$ cat config.mk
export PLATFORM = sky130hd
export DESIGN_NAME = icr_intervention_responder
export DESIGN_NICKNAME = d
export VERILOG_FILES = /design/src/rtl/icr_pkg.sv /design/src/rtl/icr_state_array.sv /design/src/rtl/icr_policy.sv /design/src/rtl/icr_resp_seq.sv /design/src/rtl/icr_intervention_responder.sv
export SDC_FILE = /design/constraint.sdc
export NUM_CORES = 1
export LEC_CHECK = 0
export BUFFER_PORTS_ARGS = -buffer_cell sky130_fd_sc_hd__buf_4
export CAP_MARGIN = 20
export CORE_UTILIZATION = 37
export DETAILED_ROUTE_END_ITERATION = 10
export SLEW_MARGIN = 20
export SYNTH_ARGS = -nofsm -noshare
export SYNTH_HDL_FRONTEND = slang
export SYNTH_HIERARCHICAL = 1
export SYNTH_SLANG_ARGS = --single-unit
$ cat constraint.sdc
create_clock -name clk_i -period 7.36 [get_ports clk_i]
set_input_delay 0.368 -clock clk_i [delete_from_list [all_inputs] [get_ports clk_i]]
set_output_delay 0.368 -clock clk_i [all_outputs]
set_load 0.02 [all_outputs]
$ cat src/rtl/icr_pkg.sv
package icr_pkg;
  typedef enum logic [1:0] {MSI_I = 2'd0, MSI_S = 2'd1, MSI_M = 2'd2} msi_e;
  typedef enum logic [1:0] {IV_RDSH = 2'd0, IV_RDOW = 2'd1, IV_UPG = 2'd2, IV_RSVD = 2'd3} ivcmd_e;
  typedef enum logic [1:0] {RC_NONE = 2'd0, RC_ACK = 2'd1, RC_DATA = 2'd2} rcode_e;

  typedef struct packed {
    logic upd_en;
    msi_e nxt_state;
    logic with_data;
  } icr_action_t;
endpackage

$ cat src/rtl/icr_state_array.sv
module icr_state_array
  import icr_pkg::*;
#(
  parameter int IDX_W  = 3,
  parameter int DATA_W = 32
) (
  input  logic              clk_i,
  input  logic              rst_ni,
  input  logic [IDX_W-1:0]  rd_idx_i,
  output msi_e              rd_state_o,
  output logic [DATA_W-1:0] rd_d0_o,
  output logic [DATA_W-1:0] rd_d1_o,
  input  logic              upd_en_i,
  input  logic [IDX_W-1:0]  upd_idx_i,
  input  msi_e              upd_state_i,
  input  logic              fill_en_i,
  input  logic [IDX_W-1:0]  fill_idx_i,
  input  msi_e              fill_state_i,
  input  logic [DATA_W-1:0] fill_d0_i,
  input  logic [DATA_W-1:0] fill_d1_i
);
  localparam int NLINES = 1 << IDX_W;

  msi_e              st_q [NLINES];
  logic [DATA_W-1:0] d0_q [NLINES];
  logic [DATA_W-1:0] d1_q [NLINES];

  // intervention updates win over refill
  logic fill_eff;
  msi_e fill_st_clean;
  assign fill_eff      = fill_en_i & ~upd_en_i;
  assign fill_st_clean = (fill_state_i == MSI_S || fill_state_i == MSI_M) ? fill_state_i : MSI_I;

  for (genvar l = 0; l < NLINES; l++) begin : g_line
    always_ff @(posedge clk_i or negedge rst_ni) begin
      if (!rst_ni) begin
        st_q[l] <= MSI_I;
        d0_q[l] <= '0;
        d1_q[l] <= '0;
      end else if (upd_en_i && upd_idx_i == IDX_W'(l)) begin
        st_q[l] <= upd_state_i;
      end else if (fill_eff && fill_idx_i == IDX_W'(l)) begin
        st_q[l] <= fill_st_clean;
        d0_q[l] <= fill_d0_i;
        d1_q[l] <= fill_d1_i;
      end
    end

    AST_DATA_KEPT_ON_UPD: assert property (@(posedge clk_i) disable iff (!rst_ni)
      upd_en_i |=> $stable(d0_q[l]) && $stable(d1_q[l]));
  end

  assign rd_state_o = st_q[rd_idx_i];
  assign rd_d0_o    = d0_q[rd_idx_i];
  assign rd_d1_o    = d1_q[rd_idx_i];
endmodule

$ cat src/rtl/icr_policy.sv
module icr_policy
  import icr_pkg::*;
(
  input  ivcmd_e      cmd_i,
  input  logic        is_sys_i,
  input  logic        id_hit_i,
  input  msi_e        cur_i,
  output icr_action_t act_o
);
  always_comb begin
    act_o.upd_en    = 1'b0;
    act_o.nxt_state = cur_i;
    act_o.with_data = 1'b0;
    if (is_sys_i && id_hit_i) begin
      unique case (cmd_i)
        IV_RDSH: if (cur_i == MSI_M) begin
          act_o.upd_en    = 1'b1;
          act_o.nxt_state = MSI_S;
          act_o.with_data = 1'b1;
        end
        IV_RDOW: if (cur_i != MSI_I) begin
          act_o.upd_en    = 1'b1;
          act_o.nxt_state = MSI_I;
          act_o.with_data = (cur_i == MSI_M);
        end
        IV_UPG: if (cur_i != MSI_I) begin
          act_o.upd_en    = 1'b1;
          act_o.nxt_state = MSI_I;
        end
        default: ;
      endcase
    end
  end
endmodule

$ cat src/rtl/icr_resp_seq.sv
module icr_resp_seq
  import icr_pkg::*;
#(
  parameter int DATA_W = 32
) (
  input  logic              clk_i,
  input  logic              rst_ni,
  input  logic              load_i,
  input  logic              with_data_i,
  input  msi_e              load_state_i,
  input  logic [DATA_W-1:0] load_d0_i,
  input  logic [DATA_W-1:0] load_d1_i,
  output logic              idle_o,
  output logic              resp_valid_o,
  input  logic              resp_ready_i,
  output rcode_e            resp_code_o,
  output msi_e              resp_state_o,
  output logic [DATA_W-1:0] resp_data_o,
  output logic              resp_last_o
);
  typedef enum logic [1:0] {SQ_IDLE, SQ_B0, SQ_B1} sq_e;

  sq_e               sq_q, sq_d;
  logic              dat_q;
  msi_e              st_q;
  logic [DATA_W-1:0] w0_q, w1_q;

  always_comb begin
    sq_d = sq_q;
    unique case (sq_q)
      SQ_IDLE: if (load_i) sq_d = SQ_B0;
      SQ_B0:   if (resp_ready_i) sq_d = dat_q ? SQ_B1 : SQ_IDLE;
      SQ_B1:   if (resp_ready_i) sq_d = SQ_IDLE;
      default: sq_d = SQ_IDLE;
    endcase
  end

  always_ff @(posedge clk_i or negedge rst_ni) begin
    if (!rst_ni) begin
      sq_q  <= SQ_IDLE;
      dat_q <= 1'b0;
      st_q  <= MSI_I;
      w0_q  <= '0;
      w1_q  <= '0;
    end else begin
      sq_q <= sq_d;
      if (load_i && sq_q == SQ_IDLE) begin
        dat_q <= with_data_i;
        st_q  <= load_state_i;
        w0_q  <= with_data_i ? load_d0_i : '0;
        w1_q  <= with_data_i ? load_d1_i : '0;
      end
    end
  end

  assign idle_o       = (sq_q == SQ_IDLE);
  assign resp_valid_o = (sq_q != SQ_IDLE);
  assign resp_code_o  = (sq_q == SQ_IDLE) ? RC_NONE : (dat_q ? RC_DATA : RC_ACK);
  assign resp_state_o = st_q;
  assign resp_data_o  = (sq_q == SQ_B1) ? w1_q : ((sq_q == SQ_B0) ? w0_q : '0);
  assign resp_last_o  = (sq_q == SQ_B1) || (sq_q == SQ_B0 && !dat_q);

  AST_RESP_HOLD: assert property (@(posedge clk_i) disable iff (!rst_ni)
    (resp_valid_o && !resp_ready_i) |=> resp_valid_o && $stable(resp_data_o) && $stable(resp_code_o) && $stable(resp_last_o));
  AST_DATA_TWO_BEATS: assert property (@(posedge clk_i) disable iff (!rst_ni)
    (resp_valid_o && resp_ready_i && !resp_last_o) |=> resp_valid_o && resp_last_o && resp_code_o == RC_DATA);
  AST_ACK_SINGLE: assert property (@(posedge clk_i) disable iff (!rst_ni)
    (resp_valid_o && resp_code_o == RC_ACK) |-> resp_last_o && resp_data_o == '0);
endmodule

$ cat src/rtl/icr_intervention_responder.sv
module icr_intervention_responder
  import icr_pkg::*;
#(
  parameter int IDX_W   = 3,
  parameter int DATA_W  = 32,
  parameter int CID_W   = 3,
  parameter int CORE_ID = 2
) (
  input  logic              clk_i,
  input  logic              rst_ni,
  input  logic              req_valid_i,
  output logic              req_ready_o,
  input  logic [1:0]        req_cmd_i,
  input  logic [IDX_W-1:0]  req_addr_i,
  input  logic              req_sys_i,
  input  logic [CID_W-1:0]  req_cid_i,
  output logic              resp_valid_o,
  input  logic              resp_ready_i,
  output logic [1:0]        resp_code_o,
  output logic [1:0]        resp_state_o,
  output logic [DATA_W-1:0] resp_data_o,
  output logic              resp_last_o,
  input  logic              fill_valid_i,
  input  logic [IDX_W-1:0]  fill_idx_i,
  input  logic [1:0]        fill_state_i,
  input  logic [DATA_W-1:0] fill_d0_i,
  input  logic [DATA_W-1:0] fill_d1_i
);
  localparam logic [CID_W-1:0] MY_CID = CID_W'(CORE_ID);

  msi_e              rd_state;
  logic [DATA_W-1:0] rd_d0, rd_d1;
  icr_action_t       act;
  logic              idle, acc, id_hit;
  rcode_e            code_e;
  msi_e              rstate_e;

  assign id_hit = (req_cid_i == MY_CID);
  assign acc    = req_valid_i & idle;

  icr_state_array #(.IDX_W(IDX_W), .DATA_W(DATA_W)) u_array (
    .clk_i        (clk_i),
    .rst_ni       (rst_ni),
    .rd_idx_i     (req_addr_i),
    .rd_state_o   (rd_state),
    .rd_d0_o      (rd_d0),
    .rd_d1_o      (rd_d1),
    .upd_en_i     (acc & act.upd_en),
    .upd_idx_i    (req_addr_i),
    .upd_state_i  (act.nxt_state),
    .fill_en_i    (fill_valid_i & ~acc),
    .fill_idx_i   (fill_idx_i),
    .fill_state_i (msi_e'(fill_state_i)),
    .fill_d0_i    (fill_d0_i),
    .fill_d1_i    (fill_d1_i)
  );

  icr_policy u_policy (
    .cmd_i    (ivcmd_e'(req_cmd_i)),
    .is_sys_i (req_sys_i),
    .id_hit_i (id_hit),
    .cur_i    (rd_state),
    .act_o    (act)
  );

  icr_resp_seq #(.DATA_W(DATA_W)) u_seq (
    .clk_i        (clk_i),
    .rst_ni       (rst_ni),
    .load_i       (acc),
    .with_data_i  (act.with_data),
    .load_state_i (rd_state),
    .load_d0_i    (rd_d0),
    .load_d1_i    (rd_d1),
    .idle_o       (idle),
    .resp_valid_o (resp_valid_o),
    .resp_ready_i (resp_ready_i),
    .resp_code_o  (code_e),
    .resp_state_o (rstate_e),
    .resp_data_o  (resp_data_o),
    .resp_last_o  (resp_last_o)
  );

  assign req_ready_o  = idle;
  assign resp_code_o  = code_e;
  assign resp_state_o = rstate_e;

  AST_RESP_NEXT: assert property (@(posedge clk_i) disable iff (!rst_ni)
    acc |=> resp_valid_o);
  AST_NO_ACCEPT_BUSY: assert property (@(posedge clk_i) disable iff (!rst_ni)
    resp_valid_o |-> !req_ready_o);
  AST_SELF_ACK: assert property (@(posedge clk_i) disable iff (!rst_ni)
    (acc && !req_sys_i) |=> resp_code_o == RC_ACK && resp_state_o == $past(rd_state));
  AST_RDSH_DIRTY: assert property (@(posedge clk_i) disable iff (!rst_ni)
    (acc && req_sys_i && id_hit && req_cmd_i == IV_RDSH && rd_state == MSI_M) |=> resp_code_o == RC_DATA);
  AST_INVALID_ACK: assert property (@(posedge clk_i) disable iff (!rst_ni)
    (acc && rd_state == MSI_I) |=> resp_code_o == RC_ACK && resp_state_o == MSI_I);
  AST_FOREIGN_ID: assert property (@(posedge clk_i) disable iff (!rst_ni)
    (acc && req_sys_i && !id_hit) |=> resp_code_o == RC_ACK);
endmodule

==> flow_summary.yaml, run 1 <==
status:
  status: "finished with violations"
  failed_checks: "design-rule violations"
timing:
  rsz0062_at_grt: "false"
  setup_tns_ns: 0
  max_freq_ghz: 0.224
  timing.hold.ws_ns: 0.0628
  slew_violations: 0
  timing.slew.headroom_pct: 31.6
  tightest_slew_ns: 1.03
  fin_crit_sh_pct: 60.6
  finClkSkew_ns: 0.0256
  setup_viol_count_final: 0
  report.final.hold_viol_count: 0
  period_needed_ns: 4.46
global_routing:
  grt_overflow: 0
  grt_pass1_vias: 16900
  grt_max_degree: 188
  antenna_found_initial: 6
  grt_first_pass_wirelength_mm: 106
  grt_use_total_pct: 18.6
yosys:
  synthSimpleGateAreaFrac_pct: 2.34
  synthAdderAreaFrac_pct: 0
  ys_warn_count: 6
  synth.area.mux_share_pct: 38.3
  seq_area_frac_synth_pct: 54.3
  synth_top_family_by_area: "multiplexers"
  syn_inst: 1766
  syn_area_um2: 27500
  synth_compound_area_share_pct: 1.74
  syn_area_per_cell_um2: 15.6
  ys_ff_latch: 597
  synth.distinct_cells: 45
  synth_edf_count: 0
  synthFlopType: "dfrtp_1"
  syn-num-nets: 1849
  synth-xor-area-share_pct: 0
  async_reset_ff_share_pct: 100
worst_hold_path:
  hold_path_class: "primary input to flop"
pwr:
  powerDensity_nw_per_um2: 343
  p_int_mw: 8.12
  clockPowerShare_pct: 32.1
  combPwrFrac_pct: 22.7
  power_frac_seq_pct: 45.2
  power_leakage_nw: 13.6
  peakVddDrop_mv: 0.141
  p_switching_mw: 2.74
  p_sw_share_pct: 25.2
routing:
  first_iter_violations: 1126
  wl_mm: 68.2
  detail_route.first_pass.iterations: 10
  drt-wirelength-per-cell_um: 23.8
  vias: 15300
  via_per_inst: 5.35
  drc: 20
  ant_nets: 0
clock_tree:
  ctsResizeCount: 0
  cts_max_level: 3
  clk_path_buf_depth: 3
  cts_sinks: 597
  clk_latency_ns: 0.60
  numCtsBuffers: 66
  cts_tree: "yes"
  cts_root_buf: "clkbuf_16"
  path_clk_slew_ns: 0.06
finish:
  layout_commonest_cell: "dfrtp_1"
  fillers: 6448
  design_area_um2: 31600
  syn2layout_area_growth_pct: 15.0
  layout_common_cells: "dfrtp_1 (597), mux2_2 (483), buf_4 (135)"
  nets: 1944
  drive_gt1_share_pct: 51.3
  fin_cells: 2868
floorplan:
  die_w_um: 275
  start_util_pct: 37.6
  die-area_um2: 75400
  die_y_um: 275
  rows: 99
  ios: 122
  core-area_um2: 73200
placed_design:
  dp_hpwl_mm: 40.0
  portBuffers: 121
  dpl_cell_area_um2: 29300
  dp.cells: 2749
  gp_congestion: 0.801
setup_path:
  worstPathRequired_ns: 7.82
  endpoint_kind: "flop"
  cp-start-kind: "primary input"
  cp.arrival_ns: 4.92
  worst-setup-path-type: "primary input to flop"
  critPathMaxFanout: 64
run:
  drv_cap: 0
## worst max-delay path, cell delays in order
cell	delay, ns
buf_8	0.53
mux4_2	0.60
mux2_2	0.33
o21a_1	0.19
and3_1	0.31
nand3b_1	0.58
nor2_4	0.60
buf_4	0.88
mux2_2	0.42
## routing by layer
layer  vias up  GRT usage [%]  wire (um)
li1       6645              -          -
met1      8286           25.9      31300
met2       297           29.6      32400
met3        99           3.59       3070
met4        10           5.35       1370
met5         -              0         57
## flip-flops by register name (all words and copies together) (netlist names)
name / count
u_array/d0_q: 256
u_seq/w1_q: 32
u_seq/sq_q: 2
u_seq/w0_q: 32
u_array/st_q: 16
u_array/d1_q: 256
u_seq/resp_state_o: 2
u_seq/dat_q: 1
## worst paths after layout
| path | start | to | slack [ns] | cells after the start |
|---|---|---|---|---|
| max | req_addr_i[0] | u_array/d0_q[4] | 2.90 | 9 |
| min | fill_d1_i[1] | u_array/d1_q[97] | 0.06 | 2 |
| max reg2reg | u_array/st_q[14] | u_array/d0_q[4] | 2.99 | 8 |
| min reg2reg | u_array/d0_q[52] | u_array/d0_q[52] | 0.50 | 1 |
| max in group asynchronous | rst_ni | u_array/d0_q[130] | 5.38 | 4 |
| min in group asynchronous | rst_ni | u_array/st_q[11] | 0.44 | 2 |
## cells in the mapped netlist, drive strengths merged (2+ instances only)
library cell  instances  area, um^2
o21ai                14        70.1
buf                  87         539
a31oi                 9        56.3
mux2                581        6910
nor4b                 2        17.5
nand4b                3        26.3
a211oi                2        20.0
nand4bb               3        33.8
or2                   3        18.8
o22ai                33         206
nor3b                 4        50.1
nand2                80         300
nor2b                 3        18.8
nor2                 16        60.1
nor4bb                2        20.0
inv                  69         259
nand2b                5        31.3
dfrtp               597       14900
o221ai                3        26.3
mux4                132        2970
o211ai                2        15.0
o32a                  4        40.0
mux2i                64         641
clkbuf               33         124
## cell families after synthesis
kind of cell / Yosys count
AOI/OAI and AO/OA: 73
buffers and inverters: 189
DFF: 597
muxes: 777
and+or+nand+nor: 130
## through the flow
stage	util [%]	power [mW]	setup WS (ns)
floorplan	-	6.72	3.56
global placement	40.0	7.29	2.35
detailed placement	40.0	7.44	2.25
CTS	43.2	11.0	2.87
global route	43.2	11.4	2.70
finish	43.2	10.9	2.90
## power groups by stage
stage	Combinational, mW	Sequential [mW]	Clock, mW
CTS	2.49	4.91	3.58
global route	2.66	5.04	3.71
finish	2.47	4.91	3.49
detailed placement	2.48	4.96	0
global placement	2.41	4.88	0
floorplan	1.96	4.76	0
## final cells by class
class / instances / area (um^2) / share of cell area, %
antenna: 1 / 2.50 / 0.00791
clock buffer: 98 / 2040 / 6.44
clock inverter: 17 / 270 / 0.854
inverter: 69 / 259 / 0.819
multi-input combinational: 980 / 11700 / 37.0
sequential: 597 / 14900 / 47.2
tap: 959 / 1200 / 3.79
timing repair buffer: 147 / 1220 / 3.86
## timing repair
| item | 4_1_cts | 5_1_grt |
|---|---|---|
| hold endpoints to repair | 97 | 0 |
| setup endpoints to repair | 0 | 0 |
| hold buffers | 2 | 0 |
| buffers inserted | 0 | 0 |
Power figures use the tool's default switching activity.
==> run 2: changes to the inputs <==
==> constraint.sdc (replaced) <==
create_clock -name clk_i -period 3.7 [get_ports clk_i]
set_input_delay 0.185 -clock clk_i [delete_from_list [all_inputs] [get_ports clk_i]]
set_output_delay 0.185 -clock clk_i [all_outputs]
set_load 0.02 [all_outputs]
==> run 2 against run 1 <==
  * The flow still finishes with violations (design-rule violations)
  * Clock power up 92%
  * Final cell count up 3.6%
  * Sequential cell count unchanged
  * Critical endpoint is now u_array/d0_q[129]
  * Via count up 2.7%
  * Non-clock buffer count up 98
  * Sequential power up 99%
  * Combinational power up 100%
  * Hold slack worse by 0.027 ns
  * Global-route usage down 0.20 points
  * Register-to-register slack worse by 2.8 ns
  * Routed wire length down 0.83%
  * Cell area up 3.4%
==> flow_summary.yaml, run 2 (same netlist as run 1, synthesis figures left out) <==
setup_path:
  path_common_cell: "mux2_2"
  crit_slowest_cell: "nor2_4"
  endpoint_kind: "flop"
  crit_cells: 8
  cp_top_family: "multiplexers"
  r2r_start: "u_array/st_q[0]"
  worst-setup-path-type: "flop to flop"
  critPathMaxFanout: 46
  reg2reg_depth: 8
  path_buf_inv: 1
  startpoint: "u_array/st_q[0]"
  worstPathRequired_ns: 4.17
  cp.arrival_ns: 3.97
  max_stage_delay_ns: 0.63
  cp_cell_sequence: "mux4_2, mux2_2, o21a_1, and3_1, nand3b_1, nor2_4, buf_12, mux2_2"
  cp-start-kind: "flop"
routing:
  drc: 20
  drt-wirelength-per-cell_um: 22.7
  first_iter_violations: 934
  ant_nets: 0
  vias: 15800
  via_per_inst: 5.30
  detail_route.first_pass.iterations: 8
  wl_mm: 67.6
timing:
  max_freq_ghz: 0.286
  report.final.hold_viol_count: 0
  worst_slack_ns: 0.202
  setup_tns_ns: 0
  rsz0062_at_grt: "false"
  setup_viol_count_final: 0
  timing.slew.headroom_pct: 36.1
  tightest_slew_ns: 0.958
  period_needed_ns: 3.50
  timing.hold.ws_ns: 0.0360
  finClkSkew_ns: 0.0210
  fin_crit_sh_pct: 94.5
  slew_violations: 0
finish:
  syn2layout_area_growth_pct: 18.9
  post-route-util_pct: 44.7
  top_regs: "u_array/d0_q x256, u_array/d1_q x256"
  fin_cells: 2972
  drive_gt1_share_pct: 50.2
  layout_commonest_cell: "dfrtp_1"
  nets: 2042
  design_area_um2: 32700
  layout_common_cells: "dfrtp_1 (597), mux2_2 (483), buf_4 (144)"
floorplan:
  start_util_pct: 37.6
  die_w_um: 275
  ios: 122
  die-area_um2: 75400
  core-area_um2: 73200
  die_y_um: 275
  rows: 99
placed_design:
  dp_hpwl_mm: 42.7
  dp.cells: 2778
  portBuffers: 121
  gp_congestion: 0.754
  dpl_worst_slack_ns: 0.188
  dpl_cell_area_um2: 29700
clock_tree:
  cts_tree: "yes"
  cts_sinks: 597
  numCtsBuffers: 66
  cts_max_level: 3
  cts_root_buf: "clkbuf_16"
  clk_latency_ns: 0.61
  clk_path_buf_depth: 3
  ctsResizeCount: 0
  path_clk_slew_ns: 0.06
pwr:
  power_frac_seq_pct: 45.4
  p_int_mw: 16.0
  combPwrFrac_pct: 23.4
  power_leakage_nw: 14.0
  power_mw: 21.5
  p_sw_share_pct: 25.6
  clockPowerShare_pct: 31.2
  peakVddDrop_mv: 0.269
  p_switching_mw: 5.50
  powerDensity_nw_per_um2: 658
global_routing:
  grt_pass1_vias: 17300
  grt_use_total_pct: 18.4
  grt_overflow: 0
  grt_first_pass_wirelength_mm: 106
  antenna_found_initial: 9
  grt_max_degree: 103
worst_hold_path:
  hold_path_class: "primary input to flop"
  hp-start: "fill_state_i[1]"
  holdPathStages: 4
status:
  status: "finished with violations"
  failed_checks: "design-rule violations"
run:
  drv_cap: 0
run 2: power by group through the flow:
stage	Combinational [mW]	Sequential (mW)	Clock [mW]
2_1_floorplan	3.90	9.47	0
3_3_place_gp	4.85	9.69	0
3_5_place_dp	5.00	9.87	0
4_1_cts	5.10	9.77	6.90
5_1_grt	5.43	10.0	7.16
6_report	5.04	9.77	6.70
run 2: what timing repair did:
| item | CTS | global route |
|---|---|---|
| hold endpoints to repair | 605 | 0 |
| buffers inserted | 0 | 0 |
| hold buffers | 72 | 0 |
run 2: cell type report:
cell class / instances / area [um^2]
antenna: 2 / 5.00
clock buffer: 94 / 1920
clock inverter: 26 / 320
fill: 6411 / 40500
inverter: 69 / 259
multi-input combinational: 980 / 11700
sequential: 597 / 14900
tap: 959 / 1200
timing repair buffer: 245 / 2350
run 2: layer usage:
layer | vias up | share of wire, % | global-route usage [%]
li1 | 6878 | - | -
met1 | 8467 | 46 | 25.0
met2 | 288 | 48 | 30.2
met3 | 101 | 4.2 | 3.47
met4 | 16 | 1.7 | 5.13
met5 | - | 0.17 | 0
run 2: final timing paths:
check	endpoint	slack, ns
hold / removal	u_array/st_q[9]	0.04
setup / recovery	u_array/d0_q[129]	0.20
max in group asynchronous	u_seq/w0_q[6]	2.40
hold reg to reg	u_array/d1_q[191]	0.50
setup reg to reg	u_array/d0_q[129]	0.20
min in group asynchronous	u_array/st_q[9]	0.20
run 2: tightest hold or removal path, delay by kind of cell:
| kind | cells | cell delay [ns] |
|---|---|---|
| simple gates | 2 | 0.21 |
| buf+inv | 1 | 0.12 |
| compound gates | 1 | 0.08 |
